[config.mk]
export PLATFORM = sky130hd
export DESIGN_NAME = feistel_keystream
export DESIGN_NICKNAME = d
export VERILOG_FILES = /design/src/rtl/feistel_keystream.sv
export SDC_FILE = /design/constraint.sdc
export NUM_CORES = 1
export LEC_CHECK = 0
export BUFFER_PORTS_ARGS = -buffer_cell sky130_fd_sc_hd__buf_2
export CORE_MARGIN = 8
export CORE_UTILIZATION = 36
export CTS_CLUSTER_SIZE = 25
export DETAILED_ROUTE_END_ITERATION = 7
export PLACE_DENSITY = 0.59
export SLEW_MARGIN = 20
export SYNTH_ARGS = -nofsm -noshare
export SYNTH_HDL_FRONTEND = slang
export SYNTH_SLANG_ARGS = --single-unit
[constraint.sdc]
create_clock -name clk -period 6.4 [get_ports clk]
set_input_delay 0.64 -clock clk [delete_from_list [all_inputs] [get_ports clk]]
set_output_delay 0.64 -clock clk [all_outputs]
set_load 0.005 [all_outputs]
[src/rtl/feistel_keystream.sv]
module feistel_keystream #(
  parameter int HALF_W = 48,
  parameter int BYTE_W = 8,
  parameter logic [HALF_W-1:0] MIX_K = 48'h9E3779B97F4A,
  parameter int ROT_A = 7,
  parameter int ROT_B = 12
) (
  input  logic              clk,
  input  logic              rst_n,
  input  logic              load,
  input  logic              load_sel,
  input  logic [HALF_W-1:0] seed,
  input  logic              move,
  input  logic              flip,
  output logic [BYTE_W-1:0] key_byte
);

  localparam int TOP = HALF_W - BYTE_W;

  logic [HALF_W-1:0] l_q, r_q;
  logic [HALF_W-1:0] mix_sum, mix_out;

  assign mix_sum = r_q + MIX_K;
  assign mix_out = ((mix_sum << ROT_A) | (mix_sum >> (HALF_W - ROT_A)))
                 ^ (r_q & ((r_q << ROT_B) | (r_q >> (HALF_W - ROT_B))));

  always_ff @(posedge clk) begin
    if (!rst_n) begin
      l_q <= '0;
      r_q <= '0;
    end else if (load) begin
      if (load_sel) r_q <= seed;
      else          l_q <= seed;
    end else if (flip) begin
      l_q <= r_q;
      r_q <= l_q;
    end else if (move) begin
      l_q <= r_q;
      r_q <= l_q ^ mix_out;
    end
  end

  assign key_byte = l_q[HALF_W-1:TOP] ^ r_q[HALF_W-1:TOP];

endmodule


==> results of run 1 <==
==> metrics by stage <==
stage | utilization [%] | hold WS [ps] | area [um2]
finish | 39.87 | 509.6 | 7433
global route | 39.87 | 531.6 | 7433
CTS | 39.87 | 513.2 | 7433
detailed placement | 38.07 | 504.4 | 7097
global placement | 38.07 | 498.0 | 7097
floorplan | - | 477.3 | 6807
==> state kept, by name, summed over array words and instances, names as in the netlist <==
register  flops
l_q          48
r_q          48
==> layout by cell type (no fill, tap or decap), types with 3 or more instances in the layout <==
master | Yosys | layout
a21boi_0 | 4 | 4
o21ai_0 | 52 | 52
xnor2_1 | 83 | 83
nor3_1 | 17 | 17
o211a_1 | 3 | 3
a41oi_1 | 4 | 4
nor2_1 | 92 | 92
dfxtp_1 | 96 | 96
and3_1 | 8 | 8
buf_4 | 0 | 7
nand2_1 | 135 | 135
a211oi_1 | 34 | 34
nand2b_1 | 8 | 8
o221ai_1 | 11 | 11
or3b_2 | 3 | 3
o211ai_1 | 6 | 6
clkbuf_16 | 0 | 9
o21a_1 | 5 | 5
mux2i_1 | 38 | 38
a31oi_1 | 11 | 11
o31ai_1 | 4 | 4
buf_2 | 5 | 60
nand3_1 | 37 | 37
a311oi_1 | 16 | 16
or3_1 | 10 | 10
a21oi_1 | 56 | 54
inv_1 | 8 | 7
xor2_1 | 37 | 37
nor4_1 | 7 | 7
bufinv_16 | 0 | 3
==> how the worst max path moves through the flow <==
stage | to | depth (start not counted)
finish | l_q[7] | 6
global route | l_q[7] | 6
CTS | l_q[7] | 6
detailed placement | l_q[7] | 6
global placement | l_q[16] | 6
floorplan | r_q[3] | 10
==> cell families (layout without fill, tap and decap cells) <==
logic type,count (synthesis),count (layout),synth area share [%]
DFF,96,96,28.24
xor gates and xnor gates,120,120,15.44
adders and majority gates,1,1,0.1838
AOI/OAI and AO/OA,226,226,22.57
and+or+nand+nor,334,334,21.93
buffers and inverters,103,91,5.882
muxes,39,39,5.754
==> worst max-delay path: stages <==
cell	delay (ps)
buf_4	660
nor3_1	330
a21oi_4	700
buf_4	640
nor2_1	80
a311oi_1	280
==> power groups by stage <==
stage                     clock [mW]  combinational (mW)  sequential [mW]
after floorplan                    0               0.459            0.696
after global placement             0               0.503            0.787
after detailed placement           0               0.508            0.786
after CTS                      0.638               0.512            0.772
after global routing           0.659               0.571            0.785
final                          0.625               0.511            0.775
==> synth_stat cells (4+ instances only) <==
cell | number | area (um2)
xnor2_1 | 83 | 727.0
o21ai_0 | 52 | 260.3
nor3_1 | 17 | 85.08
inv_1 | 8 | 30.03
o211ai_1 | 6 | 45.04
clkbuf_1 | 82 | 307.8
xor2_1 | 37 | 324.1
a21oi_1 | 56 | 280.3
nor4_1 | 7 | 43.79
or3_1 | 10 | 62.56
buf_1 | 7 | 26.28
a21boi_0 | 4 | 30.03
o31ai_1 | 4 | 30.03
nand2b_1 | 8 | 50.05
a311oi_1 | 16 | 140.1
mux2i_1 | 38 | 380.4
nand3_1 | 37 | 185.2
o21a_1 | 5 | 37.54
dfxtp_1 | 96 | 1922
and3_1 | 8 | 50.05
a31oi_1 | 11 | 68.82
a41oi_1 | 4 | 35.03
buf_2 | 5 | 25.02
nand2_1 | 135 | 506.7
nor2_1 | 92 | 345.3
o221ai_1 | 11 | 96.34
a211oi_1 | 34 | 255.2
==> layer usage <==
metal  up-vias  GRT usage [%]
li1       3190              -
met1      2996          23.52
met2       168          27.67
met3        22          3.307
met4         0          5.040
met5         -              0
==> area by class of cell <==
cell class              instances  area, um2  share of cell area (%)
multi-input cells             720       4499                   60.53
flip-flops and latches         96       1922                   25.85
repair buffers                 67      352.8                   4.747
well taps                     234      292.8                   3.939
clock buffers                  10      229.0                   3.080
clock inverters                 6      107.6                   1.448
inverters                       8      30.03                  0.4040
==> reports/metrics.cfg, run 1 <==
[critical_path]
crit_path_start = load
r2r_end = r_q[3]
cp-end-kind = flop
ff2ff_setup_slack_ps = 3230
r2r_start = r_q[8]
reg2reg_depth = 9
crit_type = input port to flop
cp_max_fo = 80
cp_data_arrival_time_ps = 3530
start_kind = input port
crit_required_ps = 6650

[grt]
grt_first_pass_wirelength_mm = 33.73
grt_pass1_vias = 6308
grt_max_degree = 81
antenna_found_initial = 0
track_usage_pct = 17.41
grt.overflow.total = 0

[cts]
cts_root_buf = clkbuf_16
cts.clk_slew.worst_paths_ps = 70
postCtsHoldBufs = 0
clkLatencyLatePin_ps = 350
clockBufferDepth = 2
cts.repair.resized = 0
cts_tree = yes
numCtsBuffers = 9
cts_setup_buffers = 0
cts_max_level = 3
cts_sinks = 96

[die]
fp.dieW_um = 153.5
row_count = 50
io_pins = 62
floorplan.core_area_um2 = 18640
die_area_um2 = 23560
initial_core_util_pct = 36.51
die_height_um = 153.5

[route]
dr.pass1.iters = 5
via_count = 6376
drtAntennaViolNets = 0
wirelength_mm = 20.57
routedWlPerCell_um = 18.03
vias_per_cell = 5.588
wl_met1_mm = 9.973
highest_layer = met4
wl_met3_mm = 1.069
routed-wl-met2_mm = 9.237
drt-initial-drc-count = 490
drc_errors = 0

[power_and_ir_drop]
power.total_mw = 1.911
p_per_area_nw_per_um2 = 257.1
internal_power_mw = 1.269
seq_power_share_pct = 40.6
power_frac_clock_pct = 32.7
leakage_nw = 2.808
p_sw_mw = 0.6422
vdd_ir_drop_max_mv = 0.1763
sw_frac_of_total_pct = 33.61
pwr-share-comb_pct = 26.7

[logic_synthesis]
async_flop_share_pct = 0
syn_avg_cell_area_um2 = 7.406
ys.flop_type = dfxtp_1
synth-seq-cells = 96
synth_cells = 919
ys_types = 60
synth-edff-count = 0
syn_nets = 974
yosysSeqAreaShare_pct = 28.24
syn-cell-area_um2 = 6807
yosys_warnings = 0

[finish]
drive_gt1_share_pct = 10.92
fin_nets = 957
final_cells = 1141
fillCellCount = 1956
antenna_cells = 0
synthToLayoutAreaGrowth_pct = 9.210

[sta]
fmax_mhz = 304.3
rsz0062_at_grt = no
tns_ps = 0
fin_crit_sh_pct = 51.35
fin_ws_ps = 3113
worstMarginPinSlew_ps = 970.7
hold_violations = 0
clock_skew_ps = 9.109
timing.final.max_slew_violations = 0
fin_crit_ps = 3287
relSlewSlack_pct = 35.29
finalSetupViolations = 0

[place]
portBuffers = 61
dpl.hpwl_mm = 14.07
place_congestion = 0.8381
numPlacedInstances = 1125
pre_cts_slack_ps = 2802

[worst_hold_path]
min_from = l_q[26]
holdPathEnd = l_q[26]
hold_path_depth = 2
hold_path_class = flop to flop

[job]
max-cap-violations = 0

[status]
status = completed

(Power assumes the default switching activity.)
==> inputs of run 2 (changes only) <==
==> constraint.sdc (replaced) <==
create_clock -name clk -period 3.3 [get_ports clk]
set_input_delay 0.33 -clock clk [delete_from_list [all_inputs] [get_ports clk]]
set_output_delay 0.33 -clock clk [all_outputs]
set_load 0.005 [all_outputs]
==> run 2 against run 1 <==
Compared with the run above: non-clock buffer count rose by 28; first-iteration DRC count rose by 18%; sequential cell count did not move; total power rose by 88%; clock skew rose by 1.0 ps; global-route usage rose by 0.96 points; register-to-register slack got worse by 2900 ps; clock-buffer cell count rose by 3; core utilization rose by 0.97 points; combinational power rose by 120%; critical path type is now flop to flop.
==> reports/metrics.cfg, run 2 (synthesis results as in run 1) <==
[worst_hold_path]
hold_path_class = input port to flop

[route]
wirelength_mm = 21.94
routedWlPerCell_um = 18.80
vias_per_cell = 5.656
via_count = 6601
drc_errors = 0
dr.pass1.iters = 5
drtAntennaViolNets = 0
drt-initial-drc-count = 579

[cts]
cts_sinks = 96
cts_setup_buffers = 0
cts_max_level = 3
clkLatencyLatePin_ps = 350
postCtsHoldBufs = 0
cts.repair.resized = 0
clockBufferDepth = 2
cts_tree = yes
numCtsBuffers = 9
cts_root_buf = clkbuf_16
cts.clk_slew.worst_paths_ps = 70

[sta]
relSlewSlack_pct = 56.44
fin_crit_ps = 2925
finalSetupViolations = 0
hold_violations = 0
timing.final.max_slew_violations = 0
rsz0062_at_grt = no
fin_crit_sh_pct = 88.65
fmax_mhz = 341.8
fin_ws_ps = 374.5
timing.hold.ws_ps = 265.1
tns_ps = 0
clock_skew_ps = 10.12
worstMarginPinSlew_ps = 653.5

[critical_path]
cp_data_arrival_time_ps = 3200
crit_slowest_cell = or3b_2
start_kind = flop
critPathTopFamily = compound AO/OA/AOI/OAI gates
cp_num_buf_inv = 0
cp_max_fo = 8
cp_slowest_stage_delay_ps = 460
worstPathCellList = nor3_1 > o221ai_1 > a41o_1 > a41oi_1 > nand2_1 > xnor2_1 > a21oi_1 > or3b_2 > a31oi_1
cp-end-kind = flop
crit_type = flop to flop
crit_required_ps = 3580

[die]
die_height_um = 153.5
io_pins = 62
initial_core_util_pct = 36.51
die_area_um2 = 23560
row_count = 50
floorplan.core_area_um2 = 18640
fp.dieW_um = 153.5

[place]
pre_cts_slack_ps = 397.4
portBuffers = 61
dpl.hpwl_mm = 15.37
place_congestion = 0.9142

[grt]
antenna_found_initial = 0
track_usage_pct = 18.37
grt.overflow.total = 0
grt_max_degree = 95
grt_pass1_vias = 6172
grt_first_pass_wirelength_mm = 35.31

[power_and_ir_drop]
vdd_ir_drop_max_mv = 0.2712
p_per_area_nw_per_um2 = 471.8
leakage_nw = 2.934

[finish]
fin_nets = 985
final_cell_mix = 135 x nand2_1, 96 x dfxtp_1, 92 x nor2_1, 83 x xnor2_1, 60 x buf_2
synthToLayoutAreaGrowth_pct = 11.87
drive_gt1_share_pct = 13.08
reg_top3 = l_q: 48 flops, r_q: 48 flops
antenna_cells = 0
layout_commonest_cell = nand2_1

[job]
max-cap-violations = 0

[status]
status = completed

==> run 2: final cells by class <==
| type | count | area [um2] |
|---|---|---|
| clock buffers | 13 | 240.2 |
| clock inverters | 1 | 30.03 |
| fillers | 1911 | 11030 |
| inverters | 8 | 30.03 |
| multi-input cells | 720 | 4499 |
| flip-flops and latches | 96 | 1922 |
| well taps | 234 | 292.8 |
| repair buffers | 95 | 600.6 |
==> run 2: per-layer routing <==
metal	global-route usage (%)	vias up	share of wire [%]
met2	28.45	201	44
met1	25.94	3153	48
li1	-	3232	-
met5	0	-	0
met3	2.999	15	6.1
met4	4.620	0	1.3
==> run 2: tightest hold or removal path, cell delays in order <==
cell and delay (ps):
buf_2 90, nand2_1 70, a311oi_1 80
==> run 2: worst paths after layout <==
check	startpoint	endpoint	slack, ps	cells past startpoint
min	seed[18]	l_q[18]	270	3
max reg2reg	r_q[33]	r_q[2]	370	9
max	r_q[33]	r_q[2]	370	9
min reg2reg	l_q[27]	l_q[27]	510	2
==> run 2: where the power goes <==
part           internal (mW)  switching [mW]  total (mW)
clock                  0.582           0.447        1.03
sequential              1.27           0.173        1.44
combinational          0.494           0.626        1.12
==> run 2: metrics by stage <==
step / total power, mW / area, um2 / std cells / utilization (%)
4_1_cts: 3.612 / 7615 / 1167 / 40.85
2_1_floorplan: 2.241 / 6807 / 919 / -
3_3_place_gp: 2.575 / 7345 / 1153 / 39.40
6_report: 3.593 / 7615 / 1167 / 40.85
5_1_grt: 3.781 / 7615 / 1167 / 40.85
3_5_place_dp: 2.576 / 7345 / 1153 / 39.40
